### src/rtl/halt_sync_xtrig.sv
module halt_sync_xtrig #(
  parameter int NCORES  = 8,
  parameter int NGROUPS = 4,
  parameter int AW      = 4
) (
  input  logic              clk,
  input  logic              rst_n,
  input  logic [NCORES-1:0] halt_in,
  output logic [NCORES-1:0] stop_out,
  input  logic              wr_en,
  input  logic              rd_en,
  input  logic [AW-1:0]     addr,
  input  logic [8:0]        wdata,
  output logic [15:0]       rdata
);
  localparam int CW = (NCORES > 1) ? $clog2(NCORES) : 1;

  logic [NCORES-1:0] h1, h2;
  logic en;
  logic [NGROUPS-1:0][NCORES-1:0] mask;
  logic [NGROUPS-1:0] flag;
  logic [NGROUPS-1:0][CW-1:0] cause;

  function automatic logic [CW-1:0] lowest(input logic [NCORES-1:0] v);
    lowest = '0;
    for (int i = NCORES - 1; i >= 0; i--)
      if (v[i]) lowest = CW'(i);
  endfunction

  always_ff @(posedge clk or negedge rst_n)
    if (!rst_n) begin
      h1 <= '0;
      h2 <= '0;
      en <= 1'b0;
    end else begin
      h1 <= halt_in;
      h2 <= h1;
      if (wr_en && addr == '0) en <= wdata[0];
    end

  for (genvar g = 0; g < NGROUPS; g++) begin : g_grp
    wire wsel = wr_en && (addr == AW'(g + 1));
    wire [NCORES-1:0] hits = h2 & mask[g];
    always_ff @(posedge clk or negedge rst_n)
      if (!rst_n) begin
        mask[g]  <= '0;
        flag[g]  <= 1'b0;
        cause[g] <= '0;
      end else begin
        if (wsel) mask[g] <= wdata[NCORES-1:0];
        if (wsel && wdata[8]) flag[g] <= 1'b0;
        else if (en && |hits && !flag[g]) begin
          flag[g]  <= 1'b1;
          cause[g] <= lowest(hits);
        end
      end
  end

  always_comb begin
    stop_out = '0;
    for (int g = 0; g < NGROUPS; g++)
      if (flag[g]) stop_out = stop_out | mask[g];
    if (!en) stop_out = '0;
  end

  always_comb begin
    rdata = '0;
    if (rd_en) begin
      if (addr == '0) rdata[0] = en;
      for (int g = 0; g < NGROUPS; g++)
        if (addr == AW'(g + 1)) begin
          rdata[NCORES-1:0] = mask[g];
          rdata[8]          = flag[g];
          rdata[10 +: CW]   = cause[g];
        end
    end
  end
endmodule


### config.mk
export PLATFORM = sky130hd
export DESIGN_NAME = halt_sync_xtrig
export DESIGN_NICKNAME = d
export VERILOG_FILES = /design/src/rtl/halt_sync_xtrig.sv
export SDC_FILE = /design/constraint.sdc
export NUM_CORES = 1
export LEC_CHECK = 0
export CAP_MARGIN = 20
export CORE_ASPECT_RATIO = 2
export CORE_MARGIN = 2
export CORE_UTILIZATION = 55
export CTS_BUF_LIST = sky130_fd_sc_hd__clkbuf_4 sky130_fd_sc_hd__clkbuf_8
export DETAILED_ROUTE_END_ITERATION = 10
export DONT_BUFFER_PORTS = 1
export PLACE_DENSITY_LB_ADDON = 0.12
export SYNTH_ARGS = -nofsm -noshare
export SYNTH_HDL_FRONTEND = slang
export SYNTH_SLANG_ARGS = --single-unit
### constraint.sdc
create_clock -name clk -period 3.9 [get_ports clk]
set_input_delay 0.39 -clock clk [delete_from_list [all_inputs] [get_ports clk]]
set_output_delay 0.39 -clock clk [all_outputs]
set_load 0.01 [all_outputs]
* Word level (Yosys, flattened, before mapping)
Cells that the tools add are included.
** Storage, ports and cells
- Bits in registers :: 65
- Bits of input ports :: 25
- Logic and storage cells :: 120
** Cells by class
- Muxes and demuxes :: 56
- Equal/unequal tests :: 4
- Reduce and logical (&&, ||, !) cells :: 34
- Bitwise logic cells :: 11
** Operators by type and width (count)
- $mux W3 :: 37
- $mux W9 :: 5
- $mux W8 :: 5
- $and A8 B8 Y8 :: 4
- $reduce_or A8 Y1 :: 4
- $or A8 B8 Y8 :: 3
- $logic_and A1 B1 Y1 :: 17
- $mux W1 :: 9
- $eq A4 B2 Y1 const B :: 2
- $reduce_and A2 Y1 :: 4
- $reduce_bool A2 Y1 :: 4
- $eq A4 B1 Y1 const B :: 1
- $eq A4 B3 Y1 const B :: 1
- $logic_not A1 Y1 :: 4
- $logic_not A4 Y1 :: 1
- $not A1 Y1 :: 4

* Depth between registers and ports, before layout
Gate-level depths: netlist of the first run.
- Depth in word-level cells :: 9
- Mapped depth :: 6
- Depth with buffers taken out :: 4

* Worst setup path before layout of the first run
OpenSTA, ideal clock, no wires.
- Path kind :: input-to-output
- From :: input addr[1]
- To :: output rdata[11]
- Stages :: 4
- Data required time :: 3510 ps
- Arrival time :: 1358 ps
- Buffers on the path :: 1
- Path slack :: 2152 ps
- Path through :: buf_6 -> nor4b_4 -> a22oi_1 -> nor2b_1
** Between the ends
- Word-level cells in the longest chain between the ends :: 6
** Ends and longest elaborated chain
- start: declaration :: line 12 : input logic [AW-1:0] addr,
- $eq A4 B1 Y1 :: line 71 : if (addr == AW'(g + 1)) begin
- $mux W3 (3 in series) :: line 71
- $mux W3 (*) :: line 71
- $mux W3 (*) :: line 68 : if (rd_en) begin
- end: declaration :: line 14 : output logic [15:0] rdata
Mark *: on every way between the ends. The rest lies on a longest branch, timed or not.

* Worst setup path in the final report of the first run
- From :: register flag[2]
- To :: output rdata[8]
** Between the ends
- Word-level cells in the longest chain between the ends :: 3
** Ends and longest elaborated chain
- start: declaration :: line 21 : logic [NGROUPS-1:0] flag;
- start signal: indexed assignment :: line 47 : flag[g] <= 1'b0;
- start signal: indexed assignment :: line 51 : if (wsel && wdata[8]) flag[g] <= 1'b0;
- start signal: indexed assignment :: line 53 : flag[g] <= 1'b1;
- $mux W9 (2 in series) :: line 71
- $mux W9 :: line 68
No other way between the ends.

==> out/summary.txt, run 1 <==
==================================================================================================
Category of the critical setup timing path                                            flop to output pin
Register-to-register path setup slack                                                      2040 ps
Average wire length per cell after detail routing                                          24.1 um
Met3 track utilization from global routing                                                   6.64%
Maximum net fanout on the critical path                                                         11
Final number of max-transition violations                                                        0
Hold-fix buffers, CTS                                                                            2
Number of standard cells after synthesis                                                       319
Most used standard cell by instance count after synthesis                             sky130_fd_sc_hd__dfrtp_1
EDFF count, synth                                                                                0
Primary flip-flop cell chosen by synthesis mapping                                    sky130_fd_sc_hd__dfrtp_1
Post-Route Setup TNS                                                                          0 ps
Total routed wirelength                                                                    9680 um
Area of combinational cells with multiple inputs                                       0.00173 mm2
Antenna violation net count after detailed routing                                               0
Maximum level of the CTS H-tree                                                                  3
Number of nets in the finished design                                                          335
Placement Rows                                                                                  41
Worst Path Required                                                                        3510 ps
Endpoint of the most critical register-to-register path                                   cause[9]
Hold violation count in the final report                                                         0
Run status                                                                            complete, no violations
Worst hold slack                                                                           53.4 ps
Worst min-delay path startpoint                                                         halt_in[6]
Final estimated routing congestion in global placement                                       0.935
Reg-to-reg startpoint                                                                           en
Final HPWL from detailed placement                                                         6890 um
Cell Area, Synth                                                                       0.00348 mm2
Port bufs                                                                                        0
Synth warnings                                                                                   0
Finished layout cell area                                                              0.00374 mm2
Worst R2R Path Depth                                                                             4
Die Area                                                                               0.00701 mm2
Y dimension of the die                                                                      116 um
Area added between synthesis and finish                                                      7.52%
Starting utilization of the core area                                                        56.0%
Number of register bits inferred by synthesis                                                   65
Transition time at the pin with the least slew margin                                       656 ps
Static Leak                                                                                1.55 nW
Portion of synthesized cell area occupied by the leading cell type                           46.8%
Maximum VDD drop                                                                            360 uV
Initial antenna violation count                                                                  0
Storage cell area                                                                      0.00163 mm2
Endpoint class of the critical path                                                     output pin
Boundary pin count                                                                              49
Core area                                                                              0.00621 mm2
Destination of the worst hold path                                                           h1[6]
Clock net sink count                                                                            65
CP peak stage delay                                                                         720 ps
Final Critical Period                                                                      2150 ps
Fill cells                                                                                     554
Via count of the first global-routing pass                                                    2659
Maximum Capacitance Violations                                                                   0
Maximum number of pins on one net before global-route repair                                    66
Global-route track usage on met1                                                             36.1%
Worst hold path type                                                                  input port to flop
FFs w/ async S/R, synth                                                                       100%
Global-route track usage on met2                                                             49.4%
Post-CTS sizing                                                                                  0
Part of the Yosys area used for sequential elements                                          46.8%
Number of buffers on the longest clock path                                                      2
Slew margin rel.                                                                             56.1%
Final worst path period share                                                                55.2%
Clock tree root driver cell                                                           sky130_fd_sc_hd__clkbuf_8
Drt first-iter violations                                                                      251
Clock tree from TritonCTS                                                                    built
Dominant cells by area after synthesis                                                sky130_fd_sc_hd__dfrtp_1 (47%), sky130_fd_sc_hd__mux2_2 (14%), sky130_fd_sc_hd__a22oi_1 (10%)
Crit path launch type                                                                         flop
RSZ-0062 raised after global routing                                                            no
Placement-stage cell area                                                              0.00347 mm2
Routed via count divided by cell count                                                        6.67
Slowest cell on the critical path                                                     sky130_fd_sc_hd__dfrtp_1
Most Crowded Layer GR                                                                         met2
Residual DRC                                                                                     0
Cells on Worst Hold Path                                                                         0
Yosys top cell by area                                                                sky130_fd_sc_hd__dfrtp_1
Power density over the cells                                                            592 mW/mm2
Worst Path Arrival                                                                         1760 ps
Fmax                                                                                       465 MHz
Chain of cells forming the critical path                                              mux2_2, a22o_1, a22oi_1, nor2b_1
Overall fraction of global-route tracks in use                                               30.5%
Share of cells above drive strength 1                                                        22.9%
Leading post-synthesis cells by instance count                                        sky130_fd_sc_hd__dfrtp_1 (65), sky130_fd_sc_hd__a22oi_1 (47), sky130_fd_sc_hd__mux2_2 (44)
Mapped Avg Cell Area                                                                      10.9 um2
Cts bufs inserted                                                                                9
Worst clock skew on the final layout                                                       8.01 ps
Aggregate global routing overflow                                                                0
Clock transition time at the flip-flop clock pins of the worst setup and hold paths          80 ps
DR vias                                                                                       2674
Source-to-sink clock delay at the later pin of the worst-skew pair                          360 ps
Antenna diode instance count                                                                     0
Overall die width                                                                          60.2 um
Global-route wire length before repair                                                    15000 um
Number of different library cells in the post-synthesis netlist                                 38
DRT Pass-1 Iters                                                                                 5
Setup-failing EPs final                                                                          0
Number of setup buffers added after CTS                                                          0
==================================================================================================
[stage by stage]
step	setup slack (ps)	power [mW]	utilization (%)	std cells
4_1_cts	1770	2.22	60.2	401
3_5_place_dp	1990	1.52	55.9	383
5_1_grt	1690	2.32	60.2	401
2_1_floorplan	2150	1.37	-	322
3_3_place_gp	2020	1.51	55.9	383
6_report	1750	2.21	60.2	401
[state kept, by name, summed over array words and instances, names as in the netlist]
register,cells
h1,8
en,1
mask,32
flag,4
cause,12
h2,8
[how the worst max path moves through the flow]
stage | from | end | slack [ps] | depth (start not counted)
after floorplan | addr[1] | rdata[11] | 2150 | 4
after global placement | addr[0] | mask[5] | 2020 | 3
after detailed placement | addr[3] | mask[18] | 1990 | 4
after CTS | flag[2] | rdata[8] | 1770 | 4
after global routing | flag[2] | rdata[8] | 1690 | 4
final | flag[2] | rdata[8] | 1750 | 4
[critical path: cells and delay by family (launching register included)]
| kind | cells | cell delay [ps] |
|---|---|---|
| compound gates | 2 | 180 |
| mux | 1 | 260 |
| simple gates | 1 | 240 |
| flops | 1 | 720 |
[routing by layer]
layer	routed length, um	vias up
met1	3640	1323
met4	537	0
li1	-	1190
met3	613	35
met5	0	-
met2	4890	126
[where the power goes]
part	internal (mW)	total, mW	switching (mW)
clock	0.373	0.672	0.300
sequential	0.824	1.04	0.219
combinational	0.251	0.496	0.245
[cell usage in the layout (no fill, tap or decap), types with 4 or more instances in the layout]
cell / instances
sky130_fd_sc_hd__dfrtp_1: 65
sky130_fd_sc_hd__mux2_2: 44
sky130_fd_sc_hd__and2_1: 5
sky130_fd_sc_hd__a22o_1: 8
sky130_fd_sc_hd__nor2b_1: 9
sky130_fd_sc_hd__mux2i_1: 6
sky130_fd_sc_hd__o22ai_1: 6
sky130_fd_sc_hd__o211ai_1: 4
sky130_fd_sc_hd__a22oi_1: 47
sky130_fd_sc_hd__nand2_1: 29
sky130_fd_sc_hd__clkbuf_8: 9
sky130_fd_sc_hd__a21oi_1: 21
sky130_fd_sc_hd__conb_1: 4
sky130_fd_sc_hd__nand4_1: 7
sky130_fd_sc_hd__a32oi_1: 4
sky130_fd_sc_hd__nand3_1: 9
[cells by family after synthesis]
group                  after synthesis  share of synthesized area (%)
AND/OR/NAND/NOR                     71                           11.1
flip-flops                          65                           46.8
other                                1                          0.108
AO/OA/AOI/OAI                      104                           21.9
buffers and inverters               27                           3.85
multiplexers                        51                           16.3
[final cells by class]
type	count	area share [%]
sequential	65	43.5
timing repair buffer	2	1.00
clock buffer	9	3.31
clock inverter	7	2.88
inverter	2	0.201
tap	86	2.88
multi-input combinational	230	46.2
Power figures use the tool's default switching activity.
==> inputs of run 2 (changes only) <==
- clock period: 3.9 -> 2.15 ns (I/O delays scaled with it)
==> out/summary.txt, run 2 (same netlist as run 1, synthesis figures left out) <==
==================================================================================================
Leading cell type in the layout, fill and taps excluded                               sky130_fd_sc_hd__dfrtp_1   unchanged
Residual DRC                                                                                     0   unchanged
Register ranked first by flip-flop count                                                      mask   unchanged
Share of cells above drive strength 1                                                        23.3%   was 22.9%
Antenna violation net count after detailed routing                                               0   unchanged
Maximum level of the CTS H-tree                                                                  3   unchanged
Average wire length per cell after detail routing                                          23.9 um   was 24.1 um
Die Area                                                                               0.00701 mm2   unchanged
Routed via count divided by cell count                                                        6.69   was 6.67
Clock tree from TritonCTS                                                                    built   unchanged
Maximum VDD drop                                                                            694 uV   was 360 uV
Y dimension of the die                                                                      116 um   unchanged
Antenna diode instance count                                                                     0   unchanged
Overall die width                                                                          60.2 um   unchanged
Post-layout instance count excluding filler cells                                              421   was 401
Final HPWL from detailed placement                                                         6980 um   was 6890 um
Initial antenna violation count                                                                  0   unchanged
Endpoint class of the critical path                                                           flop   was output pin
Commonest cells after routing, fill and taps aside                                    sky130_fd_sc_hd__dfrtp_1 (65), sky130_fd_sc_hd__a22oi_1 (46), sky130_fd_sc_hd__mux2_2 (44)   was sky130_fd_sc_hd__dfrtp_1 (65), sky130_fd_sc_hd__a22oi_1 (47), sky130_fd_sc_hd__mux2_2 (44)
Area of combinational cells with multiple inputs                                       0.00173 mm2   about the same
Net load switching power                                                                   1.31 mW   was 0.764 mW
Comb pwr share                                                                               24.9%   was 22.4%
Setup-failing EPs final                                                                          0   unchanged
Overall fraction of global-route tracks in use                                               31.2%   was 30.5%
Power share of the clock group                                                               24.6%   was 30.4%
Storage cell area                                                                      0.00163 mm2   unchanged
Post-placement cell count                                                                      388   was 383
Placement Rows                                                                                  41   unchanged
Final worst path period share                                                                96.7%
Drt first-iter violations                                                                      249   was 251
Global-route wire length before repair                                                    15500 um   was 15000 um
Maximum Capacitance Violations                                                                   0   unchanged
Clock net sink count                                                                            65   unchanged
Total design power                                                                         3.77 mW   was 2.21 mW
Fill cells                                                                                     527   was 554
Maximum number of pins on one net before global-route repair                                    66   unchanged
DRT Pass-1 Iters                                                                                 5   unchanged
Area added between synthesis and finish                                                      11.6%   was 7.52%
Switching portion of total power                                                             34.9%   was 34.5%
Clock transition time at the flip-flop clock pins of the worst setup and hold paths          70 ps   was 80 ps
Category of the critical setup timing path                                            flop to flop   was flop to output pin
Slew margin rel.                                                                             53.8%   was 56.1%
Core area                                                                              0.00621 mm2   unchanged
Post-route core utilization                                                                  62.5%   was 60.2%
Fmax                                                                                       481 MHz
Worst hold path type                                                                  input port to flop   unchanged
Final estimated routing congestion in global placement                                       0.985   was 0.935
Transition time at the pin with the least slew margin                                       690 ps   was 656 ps
Maximum net fanout on the critical path                                                          8   was 11
Number of buffers on the longest clock path                                                      2   unchanged
Worst hold slack                                                                           16.2 ps   was 53.4 ps
Static Leak                                                                                1.61 nW   was 1.55 nW
Sequential fraction of design power                                                          50.5%   was 47.2%
Largest registers ranked by flip-flop count                                           mask x32, cause x12   unchanged
Starting utilization of the core area                                                        56.0%   unchanged
Boundary pin count                                                                              49   unchanged
Final number of max-transition violations                                                        0   unchanged
Source-to-sink clock delay at the later pin of the worst-skew pair                          340 ps   was 360 ps
Number of setup buffers added after CTS                                                          0   unchanged
Power density over the cells                                                            971 mW/mm2   was 592 mW/mm2
RSZ-0062 raised after global routing                                                            no   unchanged
Worst Path Required                                                                        2370 ps   was 3510 ps
Final Critical Period                                                                      2080 ps
Total routed wirelength                                                                   10100 um   was 9680 um
Worst Path Arrival                                                                         2300 ps   was 1760 ps
Aggregate global routing overflow                                                                0   unchanged
Hold violation count in the final report                                                         0   unchanged
Crit path launch type                                                                         flop   unchanged
DR vias                                                                                       2818   was 2674
Clock tree root driver cell                                                           sky130_fd_sc_hd__clkbuf_8   unchanged
Internal cell power                                                                        2.45 mW   was 1.45 mW
Max reg flops                                                                                   32   unchanged
Post-Route Setup TNS                                                                          0 ps   unchanged
Run status                                                                            complete, no violations   unchanged
Via count of the first global-routing pass                                                    2860   was 2659
Worst clock skew on the final layout                                                       4.66 ps   was 8.01 ps
Cts bufs inserted                                                                                9   unchanged
Port bufs                                                                                        0   unchanged
Number of nets in the finished design                                                          355   was 335
==================================================================================================
## run 2: per-stage QoR
stage / setup WS [ps] / instance area [um2]
global route: 41.7 / 3880
finish: 70.3 / 3880
detailed placement: 326 / 3510
floorplan: 588 / 3490
global placement: 320 / 3510
CTS: 102 / 3840
## run 2: repair_timing
| item | CTS | global route |
|---|---|---|
| gates resized for setup | 0 | 1 |
| hold buffers | 14 | 3 |
| endpoints found under the hold margin | 76 | 3 |
| endpoints found under the setup margin | 0 | 1 |
## run 2: per-layer routing
metal	routed length (um)	GRT usage, %	up-vias	part of all wire, %
met1	3800	36.1	1412	38
met2	5290	52.0	140	53
met4	407	17.3	0	4.0
met3	564	6.76	35	5.6
met5	0	0	-	0
li1	-	-	1231	-
## run 2: final cells by class
cell class                 count  area share (%)
multi-input combinational    230            44.6
inverter                       2           0.193
tap                           86            2.77
clock buffer                  12            3.93
sequential                    65            41.9
clock inverter                 4           0.742
timing repair buffer          22            5.80
## run 2: power by group through the flow
stage | Clock [mW] | Combinational, mW | Sequential (mW)
finish | 0.929 | 0.937 | 1.90
floorplan | 0 | 0.781 | 1.71
global placement | 0 | 0.846 | 1.89
detailed placement | 0 | 0.862 | 1.90
global route | 1.01 | 1.03 | 1.93
CTS | 0.952 | 0.922 | 1.88
## run 2: final timing paths
path,endpoint,slack (ps),cells after the start,start
max in group asynchronous,cause[1],1460,2,rst_n
worst max-delay path,flag[3],70,5,h2[2]
worst max register to register,flag[3],70,5,h2[2]
min in group asynchronous,mask[15],400,2,rst_n
worst min register to register,h2[1],350,0,h1[1]
worst min-delay path,mask[29],20,1,wdata[5]
## run 2: critical path, cell delays in order, from the launching register on
cell and delay (ps):
sky130_fd_sc_hd__dfrtp_1 490, sky130_fd_sc_hd__a22oi_1 330, sky130_fd_sc_hd__nand4_1 260, sky130_fd_sc_hd__a21oi_1 220, sky130_fd_sc_hd__a31oi_1 60, sky130_fd_sc_hd__dlygate4sd3_1 600
==> inputs of run 3 (changes only) <==
- CAP_MARGIN: 20 -> 40
- clock period: 2.15 -> 1.8 ns (I/O delays scaled with it)
==> out/summary.txt, run 3 (same netlist as run 1, synthesis figures left out) <==
==================================================================================================
Run status                                                                            complete, no violations   unchanged
Max reg flops                                                                                   32   unchanged
Clock tree from TritonCTS                                                                    built   unchanged
Static Leak                                                                                1.75 nW   was 1.61 nW
Post-layout instance count excluding filler cells                                              449   was 421
Register ranked first by flip-flop count                                                      mask   unchanged
Initial antenna violation count                                                                  0   unchanged
Overall fraction of global-route tracks in use                                               33.0%   was 31.2%
Worst hold path type                                                                  input port to flop   unchanged
Worst Path Required                                                                        1620 ps   was 2370 ps
Fmax                                                                                       569 MHz
Hold violation count in the final report                                                         0   unchanged
Transition time at the pin with the least slew margin                                       566 ps   was 690 ps
Leading cell type in the layout, fill and taps excluded                               sky130_fd_sc_hd__dfrtp_1   unchanged
Number of buffers on the longest clock path                                                      2   unchanged
Worst Path Arrival                                                                         1580 ps   was 2300 ps
Finished layout cell area                                                              0.00414 mm2   was 0.00388 mm2
Crit path launch type                                                                         flop   unchanged
Register-to-register path setup slack                                                        70 ps   about the same
Sequential fraction of design power                                                          44.2%   was 50.5%
Maximum Capacitance Violations                                                                   0   unchanged
Final HPWL from detailed placement                                                         7810 um   was 6980 um
Switching portion of total power                                                             35.2%   was 34.9%
Internal cell power                                                                        3.14 mW   was 2.45 mW
Worst hold slack                                                                           45.7 ps   was 16.2 ps
Port bufs                                                                                        0   unchanged
Residual DRC                                                                                     0   unchanged
Maximum VDD drop                                                                           1050 uV   was 694 uV
Post-placement cell count                                                                      409   was 388
Boundary pin count                                                                              49   unchanged
Worst slack, placed                                                                        93.7 ps   was 326 ps
Via count of the first global-routing pass                                                    2972   was 2860
Final estimated routing congestion in global placement                                       0.994   was 0.985
Maximum level of the CTS H-tree                                                                  3   unchanged
RSZ-0062 raised after global routing                                                           yes   was no
Largest registers ranked by flip-flop count                                           mask x32, cause x12   unchanged
Maximum net fanout on the critical path                                                         11   was 8
Clock net sink count                                                                            65   unchanged
Drt first-iter violations                                                                      270   was 249
Cts bufs inserted                                                                                9   unchanged
Share of cells above drive strength 1                                                        29.2%   was 23.3%
Slew margin rel.                                                                             62.3%   was 53.8%
Final worst path period share                                                                97.6%
Final Worst Setup Slack                                                                    42.9 ps   was 70.3 ps
Antenna diode instance count                                                                     0   unchanged
Average wire length per cell after detail routing                                          23.7 um   was 23.9 um
Area added between synthesis and finish                                                      19.0%   was 11.6%
Antenna violation net count after detailed routing                                               0   unchanged
DR vias                                                                                       2932   was 2818
Post-Route Setup TNS                                                                          0 ps   unchanged
Total design power                                                                         4.85 mW   was 3.77 mW
Worst clock skew on the final layout                                                       12.3 ps   was 4.66 ps
Clock transition time at the flip-flop clock pins of the worst setup and hold paths          80 ps   was 70 ps
Power share of the clock group                                                               26.2%   was 24.6%
Y dimension of the die                                                                      116 um   unchanged
Setup-failing EPs final                                                                          0   unchanged
Core area                                                                              0.00621 mm2   unchanged
Final number of max-transition violations                                                        0   unchanged
Placement Rows                                                                                  41   unchanged
Power density over the cells                                                           1170 mW/mm2   was 971 mW/mm2
Commonest cells after routing, fill and taps aside                                    sky130_fd_sc_hd__dfrtp_1 (63), sky130_fd_sc_hd__a22oi_1 (44), sky130_fd_sc_hd__mux2_2 (44)   was sky130_fd_sc_hd__dfrtp_1 (65), sky130_fd_sc_hd__a22oi_1 (46), sky130_fd_sc_hd__mux2_2 (44)
Aggregate global routing overflow                                                                0   unchanged
Category of the critical setup timing path                                            flop to output pin   was flop to flop
DRT Pass-1 Iters                                                                                 5   unchanged
Placement-stage cell area                                                              0.00366 mm2   was 0.00351 mm2
Comb pwr share                                                                               29.6%   was 24.9%
Total routed wirelength                                                                   10600 um   was 10100 um
Global-route wire length before repair                                                    16200 um   was 15500 um
Starting utilization of the core area                                                        56.0%   unchanged
Clock tree root driver cell                                                           sky130_fd_sc_hd__clkbuf_8   unchanged
Fill cells                                                                                     486   was 527
Endpoint class of the critical path                                                     output pin   was flop
Source-to-sink clock delay at the later pin of the worst-skew pair                          360 ps   was 340 ps
Net load switching power                                                                   1.70 mW   was 1.31 mW
Final Critical Period                                                                      1760 ps
Maximum number of pins on one net before global-route repair                                    66   unchanged
Routed via count divided by cell count                                                        6.53   was 6.69
Overall die width                                                                          60.2 um   unchanged
Die Area                                                                               0.00701 mm2   unchanged
Post-route core utilization                                                                  66.6%   was 62.5%
Number of nets in the finished design                                                          383   was 355
==================================================================================================
[run 3: path summary, 6_finish.rpt]
check	endpoint	cells after the start	startpoint
setup / recovery	rdata[8]	3	flag[0]
hold / removal	flag[1]	2	addr[0]
setup reg to reg	cause[0]	4	h2[0]
hold reg to reg	h2[6]	0	h1[6]
max in group asynchronous	mask[18]	2	rst_n
min in group asynchronous	mask[30]	2	rst_n
[run 3: layer usage]
| layer | up-vias | part of all wire, % | routed length (um) | global-route usage, % |
|---|---|---|---|---|
| met2 | 152 | 53 | 5620 | 55.7 |
| met4 | 0 | 5.4 | 574 | 20.3 |
| met1 | 1454 | 36 | 3810 | 38.0 |
| met3 | 37 | 5.9 | 626 | 4.76 |
| li1 | 1289 | - | - | - |
| met5 | - | 0 | 0 | 0 |
[run 3: cell type report]
cell class	instances	area, um2	area share (%)
well taps	86	108	2.60
repair buffers	50	448	10.8
flip-flops and latches	65	1630	39.4
inverters	2	7.51	0.181
clock inverters	7	76.3	1.85
multi-input cells	230	1740	42.2
clock buffers	9	124	2.99
[run 3: power groups by stage]
stage | clock (mW) | sequential, mW | combinational (mW)
CTS | 1.26 | 2.12 | 1.43
detailed placement | 0 | 2.15 | 1.30
global route | 1.32 | 2.18 | 1.54
global placement | 0 | 2.14 | 1.28
floorplan | 0 | 2.04 | 0.933
finish | 1.27 | 2.14 | 1.44
[run 3: critical path, cell delays in order (launching register included)]
cell and delay [ps]:
sky130_fd_sc_hd__dfrtp_1 710, sky130_fd_sc_hd__a22o_1 230, sky130_fd_sc_hd__a22oi_1 60, sky130_fd_sc_hd__nor2b_1 220
[run 3: what timing repair did]
action | 4_1_cts | 5_1_grt
buffers inserted | 2 | 2
hold buffers | 22 | 0
setup endpoints to repair | 2 | 6
hold endpoints to repair | 109 | 0
pin swaps | 0 | 2
resized for setup | 1 | 5
